$ cat config.mk
export PLATFORM = sky130hd
export DESIGN_NAME = pwm_burst_chan
export DESIGN_NICKNAME = d
export VERILOG_FILES = /design/src/rtl/pwm_burst_pkg.sv /design/src/rtl/pwm_burst_regs.sv /design/src/rtl/pwm_burst_engine.sv /design/src/rtl/pwm_burst_chan.sv
export SDC_FILE = /design/constraint.sdc
export NUM_CORES = 1
export LEC_CHECK = 0
export ABC_AREA = 1
export BUFFER_PORTS_ARGS = -buffer_cell sky130_fd_sc_hd__buf_2
export CORE_MARGIN = 4
export CORE_UTILIZATION = 50
export DETAILED_ROUTE_END_ITERATION = 16
export GPL_ROUTABILITY_DRIVEN = 0
export GPL_TIMING_DRIVEN = 0
export MAX_ROUTING_LAYER = met4
export PLACE_DENSITY = 0.77
export SLEW_MARGIN = 10
export SYNTH_ARGS = -nofsm -noshare
export SYNTH_HDL_FRONTEND = slang
export SYNTH_SLANG_ARGS = --single-unit
$ cat constraint.sdc
create_clock -name clk -period 3.2 [get_ports clk]
set_clock_uncertainty 0.2 [all_clocks]
set_input_delay 0.16 -clock clk [delete_from_list [all_inputs] [get_ports clk]]
set_output_delay 0.16 -clock clk [all_outputs]
set_load 0.1 [all_outputs]
$ cat src/rtl/pwm_burst_pkg.sv
package pwm_burst_pkg;
  localparam int unsigned AW      = 3;
  localparam int unsigned DW      = 32;
  localparam int unsigned BW      = 8;
  localparam int unsigned FW      = 2 * BW;
  localparam int unsigned INV_POS = 28;

  localparam logic [AW-1:0] A_SHAPE = 3'd0;
  localparam logic [AW-1:0] A_EXT   = 3'd1;
  localparam logic [AW-1:0] A_COUNT = 3'd2;
  localparam logic [AW-1:0] A_START = 3'd3;
  localparam logic [AW-1:0] A_STOP  = 3'd4;
  localparam logic [AW-1:0] A_LOAD  = 3'd5;
  localparam logic [AW-1:0] A_IEN   = 3'd6;
  localparam logic [AW-1:0] A_STS   = 3'd7;

  typedef struct packed {
    logic [FW-1:0] rise;
    logic [FW-1:0] fall;
    logic [FW-1:0] per;
  } shape_t;
endpackage

$ cat src/rtl/pwm_burst_regs.sv
module pwm_burst_regs
  import pwm_burst_pkg::*;
(
  input  logic          clk,
  input  logic          rst_n,
  input  logic          wr_en,
  input  logic [AW-1:0] wr_addr,
  input  logic [DW-1:0] wr_data,
  input  logic [AW-1:0] rd_addr,
  output logic [DW-1:0] rd_data,
  input  logic          running,
  input  logic          done_evt,
  output shape_t        stage,
  output logic [FW-1:0] burst,
  output logic          inv,
  output logic          ien,
  output logic          sts,
  output logic          start_p,
  output logic          stop_p,
  output logic          load_p
);
  logic unused_wr_bits;
  assign unused_wr_bits = ^{wr_data[DW-1:INV_POS+1], wr_data[INV_POS-1:3*BW]};

  function automatic logic hit(input logic [AW-1:0] a);
    return wr_en && (wr_addr == a);
  endfunction

  assign start_p = hit(A_START) && wr_data[0];
  assign stop_p  = hit(A_STOP)  && wr_data[0];
  assign load_p  = hit(A_LOAD)  && wr_data[0];

  always_ff @(posedge clk or negedge rst_n) begin
    if (!rst_n) begin
      stage <= '0;
      burst <= '0;
      inv   <= 1'b0;
      ien   <= 1'b0;
    end else if (wr_en) begin
      case (wr_addr)
        A_SHAPE: begin
          stage.rise[BW-1:0] <= wr_data[BW-1:0];
          stage.fall[BW-1:0] <= wr_data[2*BW-1:BW];
          stage.per[BW-1:0]  <= wr_data[3*BW-1:2*BW];
          inv                <= wr_data[INV_POS];
        end
        A_EXT: begin
          stage.rise[FW-1:BW] <= wr_data[BW-1:0];
          stage.fall[FW-1:BW] <= wr_data[2*BW-1:BW];
          stage.per[FW-1:BW]  <= wr_data[3*BW-1:2*BW];
        end
        A_COUNT: burst <= wr_data[FW-1:0];
        A_IEN:   ien   <= wr_data[0];
        default: ;
      endcase
    end
  end

  // completion wins over a clear that lands in the same cycle
  always_ff @(posedge clk or negedge rst_n) begin
    if (!rst_n)                        sts <= 1'b0;
    else if (done_evt)                 sts <= 1'b1;
    else if (hit(A_STS) && wr_data[0]) sts <= 1'b0;
  end

  always_comb begin
    rd_data = '0;
    case (rd_addr)
      A_SHAPE: begin
        rd_data[BW-1:0]      = stage.rise[BW-1:0];
        rd_data[2*BW-1:BW]   = stage.fall[BW-1:0];
        rd_data[3*BW-1:2*BW] = stage.per[BW-1:0];
        rd_data[INV_POS]     = inv;
      end
      A_EXT: begin
        rd_data[BW-1:0]      = stage.rise[FW-1:BW];
        rd_data[2*BW-1:BW]   = stage.fall[FW-1:BW];
        rd_data[3*BW-1:2*BW] = stage.per[FW-1:BW];
      end
      A_COUNT: rd_data[FW-1:0] = burst;
      A_START: rd_data[0] = running;
      A_IEN:   rd_data[0] = ien;
      A_STS:   rd_data[0] = sts;
      default: rd_data = '0;
    endcase
  end
endmodule

$ cat src/rtl/pwm_burst_engine.sv
module pwm_burst_engine
  import pwm_burst_pkg::*;
(
  input  logic          clk,
  input  logic          rst_n,
  input  logic          tick,
  input  logic          start_p,
  input  logic          stop_p,
  input  logic          load_p,
  input  shape_t        stage,
  input  logic [FW-1:0] burst,
  output logic          running,
  output logic          win,
  output logic          done_evt
);
  localparam logic [FW-1:0] MIN_PER = FW'(2);
  localparam logic [FW-1:0] ONE     = FW'(1);

  shape_t        act;
  logic [FW-1:0] cnt_q, done_q, burst_a, per_eff;
  logic          run_q, stop_pend, load_pend;
  logic          stop_now, load_now, last, burst_end, finish;

  assign per_eff   = (act.per < MIN_PER) ? MIN_PER : act.per;
  assign last      = (cnt_q == per_eff - ONE);
  assign stop_now  = stop_pend | stop_p;
  assign load_now  = load_pend | load_p;
  assign burst_end = (burst_a != '0) && (done_q == burst_a - ONE);
  assign finish    = run_q && tick && last && (stop_now || burst_end);
  assign done_evt  = finish;
  assign running   = run_q;
  assign win       = run_q && (cnt_q >= act.rise) && (cnt_q < act.fall);

  always_ff @(posedge clk or negedge rst_n) begin
    if (!rst_n) begin
      act       <= '0;
      cnt_q     <= '0;
      done_q    <= '0;
      burst_a   <= '0;
      run_q     <= 1'b0;
      stop_pend <= 1'b0;
      load_pend <= 1'b0;
    end else if (!run_q) begin
      if (start_p) begin
        run_q     <= 1'b1;
        act       <= stage;
        burst_a   <= burst;
        cnt_q     <= '0;
        done_q    <= '0;
        stop_pend <= 1'b0;
        load_pend <= 1'b0;
      end
    end else if (tick && last) begin
      cnt_q <= '0;
      if (stop_now || burst_end) begin
        run_q     <= 1'b0;
        stop_pend <= 1'b0;
        load_pend <= 1'b0;
      end else begin
        done_q    <= done_q + ONE;
        stop_pend <= 1'b0;
        load_pend <= 1'b0;
        if (load_now) act <= stage;
      end
    end else begin
      if (tick) cnt_q <= cnt_q + ONE;
      if (stop_p) stop_pend <= 1'b1;
      if (load_p) load_pend <= 1'b1;
    end
  end
endmodule

$ cat src/rtl/pwm_burst_chan.sv
module pwm_burst_chan
  import pwm_burst_pkg::*;
(
  input  logic          clk,
  input  logic          rst_n,
  input  logic          tick,
  input  logic          wr_en,
  input  logic [AW-1:0] wr_addr,
  input  logic [DW-1:0] wr_data,
  input  logic [AW-1:0] rd_addr,
  output logic [DW-1:0] rd_data,
  output logic          pwm_o,
  output logic          irq_o
);
  shape_t        stage;
  logic [FW-1:0] burst;
  logic          inv, ien, sts;
  logic          start_p, stop_p, load_p;
  logic          running, win, done_evt;

  pwm_burst_regs u_regs (
    .clk(clk), .rst_n(rst_n),
    .wr_en(wr_en), .wr_addr(wr_addr), .wr_data(wr_data),
    .rd_addr(rd_addr), .rd_data(rd_data),
    .running(running), .done_evt(done_evt),
    .stage(stage), .burst(burst), .inv(inv), .ien(ien), .sts(sts),
    .start_p(start_p), .stop_p(stop_p), .load_p(load_p)
  );

  pwm_burst_engine u_eng (
    .clk(clk), .rst_n(rst_n), .tick(tick),
    .start_p(start_p), .stop_p(stop_p), .load_p(load_p),
    .stage(stage), .burst(burst),
    .running(running), .win(win), .done_evt(done_evt)
  );

  assign pwm_o = inv ^ win;
  assign irq_o = sts & ien;
endmodule

==> results.md, run 1 <==
* Cell taking the most area after synthesis: dfrtp_1
* Sw frac at 35.4%
* Top cells by area, synth: dfrtp_1, nand2_1, nand4_1, inv_1, ha_1
* Worst slew pin tran at 0.668 ns
* Total GRT Usage at 27.5%
* Yosys cell types at 39
* Worst min path class: in2async
* Nets@finish at 1,499
* Top-count cell post-synth: nand2_1
* Chip width at 146 um
* Design area at 12,100 um2
* Post-DP Area at 10,200 um2
* Post-DRT Antenna Nets at 0
* CP arrival at 3.46 ns
* Post-layout power at 0.00572 W
* Internal at 0.00370 W
* DR vias/cell at 5.74
* GRT Max-Usage Layer: met2
* First-pass GRT wire length at 45.2 mm
* Outcome: finished, violations left
* Synthesized area per cell at 7.64 um2
* Synth top area share at 43.7%
* Critical path class: reg2reg
* Routed wire length at 30.3 mm
* Core Area at 18,700 um2
* WP data required at 3.30 ns
* Cell area power density at 472 nW/um2
* Total grt overflow at 0
* Via count at 9,578
* CTS tree: done
* Port bufs at 61
* Routed length per instance at 18.2 um
* Synth Area in Adders at 4.60%
* Synth Area in Compound Gates at 8.40%
* Htree depth at 4
* CP Launch Type: flop
* Main synth FF type: dfrtp_1
* DIE HEIGHT at 146 um
* Synth Instances at 1,245
* Max-slew violation count at 0
* CTS clk-pin slew, worst paths at 0.08 ns
* Hpwl dp at 20.2 mm
* Residual DRC at 0
* Fin crit period at 3.36 ns
* # setup viols final at 74
* Die area at 21,300 um2
* F_max at 298 MHz
* Failing checks: negative setup slack
* Clock root buffer master: clkbuf_16
* Largest net degree at the start of global routing at 108
* Part of the power in the clock network at 36.1%
* Reg2reg setup slack at -0.16 ns
* Total CTS buffers at 17
* GR Util met1 at 36.4%
* # rows at 50
* Crit share post-route at 105%
* Worst skew pair latency at 0.45 ns
* Vias in the first global route at 8,782
* Grt met3 use at 3.99%
* CTS max path bufs at 2
* Syn. warnings at 0
* Antenna Cells at 0
* Final Hold Vio Count at 0
* Min setup slack post-route at -0.159 ns
* Mux share of post-synthesis cell area at 0%
* Simple-gate share of the synthesized area at 29.7%
* Layout cells sized above 1 at 18.5%
* Leak at 6.18 nW
* Mapped Area at 9510 um2
* Post-synthesis sequential area ratio at 43.7%
* M2 GR Usage at 43.0%
* RSZ-0062 raised after global routing: true
* Asr flop ratio synth at 100%
* Area grow syn2layout at 27.5%
* Register share of total power at 44.6%
* Worst vdd ir at 405 uV
* Antenna violations before repair at 0
* NetSw at 0.00203 W
* Ports at 76
* Initial DRC count at 1,013
* Most frequent cells after synthesis: nand2_1, dfrtp_1, inv_1
* FF+latch count, synth at 166
* Number of enable flip-flop cells after synthesis at 0
* Setup crit end kind: flop
* CTS Sinks at 166
* Max-cap violation count at 0
* Pre-CTS WS at -0.286 ns
* Synth Area in XOR/XNOR at 5.58%
* Logic pwr share at 19.3%
* Largest family of logic cells by synthesized area: simple AND/OR/NAND/NOR gates
* Slew margin rel. at 55.5%
* First drt pass iteration count at 8
* Initial Util at 50.9%
* Largest fanout on the critical path at 7
==> layout make-up <==
| class | count | area, um2 |
|---|---|---|
| fillers | 1473 | 6570 |
| multi-input cells | 904 | 4970 |
| plain buffers | 63 | 414 |
| well taps | 234 | 293 |
| repair buffers | 152 | 1250 |
| clock buffers | 18 | 439 |
| flip-flops and latches | 166 | 4160 |
| clock inverters | 14 | 153 |
| inverters | 118 | 443 |
==> logic make-up after synthesis <==
kind of cell,count (synthesis)
other,1
adder cells (fa/ha/maj),35
AO/OA/AOI/OAI,146
AND/OR/NAND/NOR,657
XOR/XNOR,59
flip-flops,166
buffers and inverters,181
==> placed cells by master (no fill, tap or decap), drive strengths merged, types with 8 or more instances in the layout <==
master,instances
a21oi,41
a22o,8
buf,141
clkbuf,60
dfrtp,166
dlygate4sd3,32
ha,35
inv,127
nand2,401
nand3,56
nand4,80
nor2,89
nor3,13
o21ai,84
xnor2,12
xor2,46
==> state kept, by name, summed over array words and instances, names as in the netlist, 16 cells and up <==
register       cells
u_eng.act         48
u_eng.burst_a     16
u_eng.cnt_q       16
u_regs.burst      16
u_regs.stage      48
u_eng.done_q      16
==> per-stage QoR <==
step           hold WS [ns]  instances  setup TNS (ns)  utilization, %
2_1_floorplan        -0.336       1251               0               -
3_3_place_gp          0.244       1546         -131.44            54.2
3_5_place_dp        -0.0794       1547          -17.83            54.4
4_1_cts              0.0362       1641               0            61.0
5_1_grt              0.0859       1669          -15.78            64.9
6_report             0.0302       1669           -6.51            64.9
==> critical path: stages, from the launching register on <==
cell     delay, ns
dfrtp_1       0.42
nor2_2        0.16
nand2_2       0.08
nor2_4        0.16
nand2_2       0.09
buf_6         0.13
nand2_4       0.05
ha_4          0.17
nand2_4       0.08
nor2_4        0.14
xor2_2        0.21
or2_4         0.15
nand3_2       0.07
nor2_2        0.09
nand2_2       0.10
o21ai_4       0.27
buf_6         0.16
buf_12        0.14
buf_4         0.14
buf_8         0.11
a21oi_1       0.08
==> final timing paths <==
check / depth (start not counted) / end / from
min reg2reg: 2 / u_eng.act[29]$_DFFE_PN0P_ / u_eng.act[29]$_DFFE_PN0P_
min in group clk: 6 / u_eng.cnt_q[0]$_DFFE_PN0P_ / tick
max: 20 / u_eng.cnt_q[10]$_DFFE_PN0P_ / u_eng.act[13]$_DFFE_PN0P_
max in group asynchronous: 3 / u_regs.stage[33]$_DFFE_PN0P_ / rst_n
max reg2reg: 20 / u_eng.cnt_q[10]$_DFFE_PN0P_ / u_eng.act[13]$_DFFE_PN0P_
min: 2 / u_regs.burst[5]$_DFFE_PN0P_ / rst_n
==> what timing repair did <==
action / in CTS / in global routing
pin swaps: 13 / 42
hold buffers: 32 / 0
gates resized for setup: 29 / 116
endpoints found under the setup margin: 83 / 84
gates cloned: 0 / 8
endpoints found under the hold margin: 235 / 0
buffers inserted: 30 / 21
==> per-layer routing <==
layer	routed length [um]	up-vias
met5	0	-
met4	1250	0
met3	2390	109
met2	14200	491
met1	12400	4572
li1	-	4406
==> power by group through the flow <==
stage | Sequential, W | Combinational, W | Clock, W
floorplan | 0.00248 | 0.000780 | 0
global placement | 0.00257 | 0.000996 | 0
detailed placement | 0.00258 | 0.00103 | 0
CTS | 0.00254 | 0.00107 | 0.00206
global route | 0.00257 | 0.00122 | 0.00216
finish | 0.00256 | 0.00110 | 0.00207
No activity file was read; power rests on OpenSTA's default activity.
==> run 2: changes to the inputs <==
--- a/config.mk
+++ b/config.mk
@@ -5,7 +5,6 @@
 export SDC_FILE = /design/constraint.sdc
 export NUM_CORES = 1
 export LEC_CHECK = 0
-export ABC_AREA = 1
 export BUFFER_PORTS_ARGS = -buffer_cell sky130_fd_sc_hd__buf_2
 export CORE_MARGIN = 4
 export CORE_UTILIZATION = 50
==> run 2 against run 1 <==
Compared with the run above: the flow still finishes with violations (negative setup slack); die area decreased by 1.6%; design area about the same; non-clock buffer count decreased by 20; sequential share of layout area increased by 0.14 points; global-route usage decreased by 2.3 points; highest routed layer unchanged.
==> results.md, run 2 <==
* Outcome: finished, violations left
* Failing checks: negative setup slack
* CTS max path bufs at 2
* Part of the power in the clock network at 18.9%
* Max incr delay on CP at 0.51 ns
* First drt pass iteration count at 5
* Total GRT Usage at 25.2%
* Commonest non-fill, non-tap cell in the layout: dfrtp_1
* Critical-path top delay cell: or4b_4
* Reg2reg setup slack at -1.05 ns
* Crit path from: u_eng.act[2]$_DFFE_PN0P_
* Synthesized area per cell at 10.7 um2
* Yosys cell types at 72
* Worst skew pair latency at 0.44 ns
* Most frequent cells after synthesis: dfrtp_1, mux2_2, nor2_1
* Cells along the critical path: buf_6 > nor3_4 > nand4_1 > nor3_2 > buf_4 > buf_4 > buf_4 > nor2_1 > ha_2 > or4b_4 > o21a_1 > a211o_1 > a31oi_4 > nor4_4 > a31o_4 > and2_4 > o31ai_4 > buf_6 > buf_12 > buf_12 > mux2_4
* Top-count cell post-synth: dfrtp_1
* Crit share post-route at 133%
* Leak at 5.58 nW
* Hold WS at 0.143 ns
* Register share of total power at 29.8%
* Asr flop ratio synth at 100%
* F_max at 235 MHz
* R2R cell count at 21
* Initial Util at 51.4%
* Routed length per instance at 20.2 um
* Antenna violations before repair at 0
* Via count at 7,604
* Routed wire length at 26.1 mm
* DIE HEIGHT at 145 um
* Internal at 0.00691 W
* Worst slew pin tran at 1.15 ns
* CP most frequent cell: buf_4
* CTS clk-pin slew, worst paths at 0.07 ns
* CTS Sinks at 166
* Final Hold Vio Count at 0
* Design area at 12,100 um2
* Total grt overflow at 0
* Area grow syn2layout at 29.6%
* RSZ-0062 raised after global routing: true
* Reg-to-Reg End: u_eng.act[42]$_DFFE_PN0P_
* Vias in the first global route at 7,410
* Syn. warnings at 0
* FF+latch count, synth at 166
* Sw frac at 41.3%
* Synth top area share at 44.4%
* # rows at 49
* NetSw at 0.00486 W
* Most frequent cells in the layout: dfrtp_1, mux2_2, nor2_1, nand2_1, buf_2
* Setup crit end: u_eng.act[42]$_DFFE_PN0P_
* Worst vdd ir at 947 uV
* Layout cells sized above 1 at 35.9%
* Htree depth at 4
* Synth Instances at 877
* Port bufs at 58
* Slew margin rel. at 22.9%
* Top Registers: u_eng.act: 48 flops, u_regs.stage: 48 flops
* Worst min path class: in2async
* Mapped Area at 9350 um2
* Main synth FF type: dfrtp_1
* Ports at 76
* Core Area at 18,200 um2
* CP Launch Type: flop
* Hpwl dp at 16.4 mm
* WP data required at 3.32 ns
* Post-DP Area at 10,000 um2
* Nets@finish at 1,129
* Fin crit period at 4.25 ns
* Critical R2R Launch: u_eng.act[2]$_DFFE_PN0P_
* Max-cap violation count at 0
* Max-slew violation count at 0
* Antenna Cells at 0
* First-pass GRT wire length at 39.4 mm
* CP arrival at 4.37 ns
* # setup viols final at 84
* Cell taking the most area after synthesis: dfrtp_1
* Setup crit end kind: flop
* Initial DRC count at 745
* Chip width at 145 um
* Min setup slack post-route at -1.05 ns
* Total CTS buffers at 17
* Largest fanout on the critical path at 7
* Cell area power density at 971 nW/um2
* Post-DRT Antenna Nets at 0
* Clock root buffer master: clkbuf_16
* DR vias/cell at 5.88
* Post-synthesis sequential area ratio at 44.4%
* Residual DRC at 0
* Critical path class: reg2reg
* Die area at 21,000 um2
* Largest net degree at the start of global routing at 100
* Top cells by area, synth: dfrtp_1, mux2_2, ha_1, nor2_1, mux2_4
* Logic pwr share at 51.3%
* CTS tree: done
* Number of enable flip-flop cells after synthesis at 0
-- run 2: cell types whose count changed in the layout (fill, tap and decap cells not counted), sizes merged, moves of 18 or more --
cell	before	now
nand2	401	64
mux2	0	116
inv	127	51
o21ai	84	18
nand4	80	20
nand3	56	20
mux2i	0	29
xnor2	12	32
clkbuf	60	42
-- run 2: worst min-delay path by stage --
| stage | start | to | slack (ns) | depth (start not counted) |
|---|---|---|---|---|
| 2_1_floorplan | rst_n | u_eng.act[0]$_DFFE_PN0P_ | -0.34 | 0 |
| 3_3_place_gp | wr_data[28] | u_regs.inv$_DFFE_PN0P_ | 0.19 | 2 |
| 3_5_place_dp | rst_n | u_regs.stage[3]$_DFFE_PN0P_ | 0.04 | 1 |
| 4_1_cts | rst_n | u_regs.stage[3]$_DFFE_PN0P_ | 0.16 | 2 |
| 5_1_grt | rst_n | u_eng.act[13]$_DFFE_PN0P_ | 0.21 | 2 |
| 6_report | rst_n | u_eng.act[13]$_DFFE_PN0P_ | 0.14 | 2 |
-- run 2: worst max-delay path: cells and delay by family (launching register included) --
| family | cells | cell delay, ns |
|---|---|---|
| AOI/OAI and AO/OA | 5 | 1.06 |
| adders and majority gates | 1 | 0.18 |
| buffers and inverters | 7 | 0.97 |
| DFF | 1 | 0.34 |
| muxes | 1 | 0.30 |
| and+or+nand+nor | 7 | 1.06 |
-- run 2: per-layer routing --
| metal | vias to the layer above | part of all wire (%) | GRT usage, % |
|---|---|---|---|
| li1 | 3441 | - | - |
| met1 | 3789 | 44 | 33.7 |
| met2 | 303 | 48 | 39.3 |
| met3 | 71 | 5.7 | 4.24 |
| met4 | 0 | 2.7 | 8.64 |
| met5 | - | 0 | - |
-- run 2: cell type report --
type	count	area, um2
sequential	166	4180
tap	229	287
timing repair buffer	151	1240
clock inverter	15	209
fill	1271	6090
multi-input combinational	629	5320
inverter	43	164
buffer	44	303
clock buffer	17	425
-- run 2: logic make-up (layout without fill, tap and decap cells) --
kind of cell	Yosys count	in the layout	share of synthesized area (%)
DFF	166	166	44.4
buffers and inverters	88	270	4.39
xor gates and xnor gates	61	61	5.71
other	1	7	0.0401
muxes	146	146	18.1
and+or+nand+nor	278	278	15.1
AOI/OAI and AO/OA	102	102	7.52
adders and majority gates	35	35	4.68
-- run 2: power groups by stage --
| stage | clock [W] | sequential, W | combinational [W] |
|---|---|---|---|
| floorplan | 0 | 0.00325 | 0.00339 |
| global placement | 0 | 0.00347 | 0.00401 |
| global route | 0.00233 | 0.00358 | 0.00645 |
| CTS | 0.00224 | 0.00346 | 0.00509 |
| detailed placement | 0 | 0.00350 | 0.00415 |
| finish | 0.00223 | 0.00351 | 0.00603 |
-- run 2: repair_timing --
action                                  4_1_cts  5_1_grt
hold buffers                                 31        0
cloned                                        3        1
pin swaps                                    16       27
hold endpoints to repair                    168        0
buffers inserted                             35       27
endpoints found under the setup margin       85       85
gates resized for setup                      63       83
-- run 2: metrics by stage --
step                      util (%)  power, W  std cells  TNS [ns]  setup WS [ns]
after detailed placement      55.2   0.00765       1171    -98.09          -1.40
final                         66.6    0.0118       1294    -72.00          -1.05
after floorplan                  -   0.00665        883    -53.76         -0.865
after global routing          66.6    0.0124       1294    -87.23          -1.22
after global placement        55.0   0.00748       1170   -214.85          -1.33
after CTS                     63.6    0.0108       1272    -69.28          -1.04
==> run 3: changes to the inputs <==
--- a/config.mk
+++ b/config.mk
@@ -5,6 +5,7 @@
 export SDC_FILE = /design/constraint.sdc
 export NUM_CORES = 1
 export LEC_CHECK = 0
+export ABC_AREA = 1
 export BUFFER_PORTS_ARGS = -buffer_cell sky130_fd_sc_hd__buf_2
 export CORE_MARGIN = 4
 export CORE_UTILIZATION = 50
==> constraint.sdc (replaced) <==
create_clock -name clk -period 3.2 [get_ports clk]
set_clock_uncertainty 0.2 [all_clocks]
set_input_delay 0.8 -clock clk [delete_from_list [all_inputs] [get_ports clk]]
set_output_delay 0.8 -clock clk [all_outputs]
set_load 0.1 [all_outputs]
==> run 3 against run 2 <==
Compared with the run above: the run still ends with negative setup slack left; count of clock-buffer cells in the layout up 1; wire length rose by 20%; highest routed layer unchanged; non-clock buffer count shrank 5; largest power group is now sequential cells.
==> results.md, run 3 (same netlist as run 1, synthesis figures left out) <==
* Post-DRT Antenna Nets at 0
* Worst skew pair latency at 0.44 ns
* Min setup slack post-route at -0.326 ns
* Worst vdd ir at 514 uV
* Chip width at 146 um
* Total CTS buffers at 17
* Largest net degree at the start of global routing at 103
* Most frequent cells in the layout: nand2_1, dfrtp_1, inv_1, nand4_1, o21ai_0
* Max-cap violation count at 0
* Die area at 21,300 um2
* Layout cells sized above 1 at 24.9%
* Commonest non-fill, non-tap cell in the layout: nand2_1
* Area grow syn2layout at 29.8%
* CTS Hold Bufs at 0
* Antenna violations before repair at 0
* Critical path class: reg2out
* # setup viols final at 69
* Antenna Cells at 0
* Placed Cells at 1,547
* Residual DRC at 0
* CP Launch Type: flop
* Worst min path class: in2async
* Crit share post-route at 110%
* Failing checks: negative setup slack
* Clock root buffer master: clkbuf_16
* Initial DRC count at 1,136
* Outcome: finished, violations left
* Hpwl dp at 20.5 mm
* Leak at 6.22 nW
* Vias in the first global route at 8,729
* Initial Util at 50.9%
* CTS Sinks at 166
* Core Area at 18,700 um2
* Slew margin rel. at 51.3%
* Worst slew pin tran at 0.730 ns
* First-pass GRT wire length at 44.9 mm
* CTS max path bufs at 2
* Total GRT Usage at 27.3%
* Final Hold Vio Count at 0
* Total grt overflow at 0
* Via count at 9,576
* Largest fanout on the critical path at 5
* CTS clk-pin slew, worst paths at 0.07 ns
* CP arrival at 2.53 ns
* Routed length per instance at 19.1 um
* # rows at 50
* First drt pass iteration count at 5
* Top Registers: u_eng.act: 48 flops, u_regs.stage: 48 flops
* Post-DP Area at 10,200 um2
* DIE HEIGHT at 146 um
* FILL cells at 1,423
* Design area at 12,300 um2
* Ports at 76
* Nets@finish at 1,474
* Fin cells at 1,641
* Htree depth at 4
* Max-slew violation count at 0
* DR vias/cell at 5.84
* RSZ-0062 raised after global routing: true
* Routed wire length at 31.4 mm
* WP data required at 2.20 ns
* F_max at 284 MHz
* Fin crit period at 3.53 ns
* Cell area power density at 467 nW/um2
* CTS tree: done
* Hold WS at 0.0979 ns
* Port bufs at 61
* Setup crit end kind: output pin
-- run 3: power by group --
| part | switching, W | internal [W] | leakage, nW |
|---|---|---|---|
| Sequential | 0.000253 | 0.00230 | 2.13 |
| Clock | 0.000868 | 0.00108 | 0.264 |
| Combinational | 0.000848 | 0.000409 | 3.83 |
| Total | 0.00197 | 0.00379 | 6.22 |
-- run 3: what timing repair did --
action                     in CTS  in global routing
resized for setup              91                189
pin swaps                      17                 52
setup buffers                  28                 26
setup endpoints to repair     104                105
gates cloned                    0                 13
-- run 3: final cells by class --
cell class                 count  area [um2]  share of cell area (%)
buffer                        62         450                    3.65
inverter                     118         443                    3.59
tap                          234         293                    2.37
clock inverter                11         104                   0.841
sequential                   166        4180                    33.8
clock buffer                  18         439                    3.56
timing repair buffer         128        1160                    9.44
multi-input combinational    904        5280                    42.7
-- run 3: final timing paths --
path,from,to,slack (ns),cells past startpoint
max reg2reg,u_eng.act[2]$_DFFE_PN0P_,u_eng.act[33]$_DFFE_PN0P_,-0.17,21
max,u_eng.cnt_q[14]$_DFFE_PN0P_,pwm_o,-0.33,11
max in group asynchronous,rst_n,u_eng.cnt_q[15]$_DFFE_PN0P_,1.84,2
min in group clk,u_eng.act[16]$_DFFE_PN0P_,u_eng.act[16]$_DFFE_PN0P_,0.29,2
min reg2reg,u_eng.act[16]$_DFFE_PN0P_,u_eng.act[16]$_DFFE_PN0P_,0.29,2
min,rst_n,u_eng.cnt_q[4]$_DFFE_PN0P_,0.1,1
-- run 3: routing by layer --
metal	GRT usage (%)	vias to the layer above	part of all wire, %
li1	-	4356	-
met1	35.3	4538	39
met2	43.2	579	48
met3	5.29	103	9.6
met4	9.16	0	3.6
met5	-	-	0
-- run 3: critical path, cell delays in order (launching register included) --
cell     delay (ns)
dfrtp_2        0.46
ha_1           0.30
nand2_1        0.06
inv_1          0.07
nand3_2        0.10
nor3_2         0.19
nand2_1        0.09
nand3_2        0.10
nand2_2        0.07
nor2_4         0.21
xor2_4         0.24
buf_12         0.21
-- run 3: through the flow --
step                      util [%]  total power (W)  TNS [ns]  setup WS, ns
final                         66.0          0.00576     -6.75        -0.326
after global routing          66.0          0.00599    -21.44        -0.427
after CTS                     60.4          0.00565    -0.282        -0.263
after detailed placement      54.8          0.00363    -28.58        -0.406
after global placement        54.6          0.00358   -253.10         -1.40
after floorplan                  -          0.00327    -0.211        -0.149
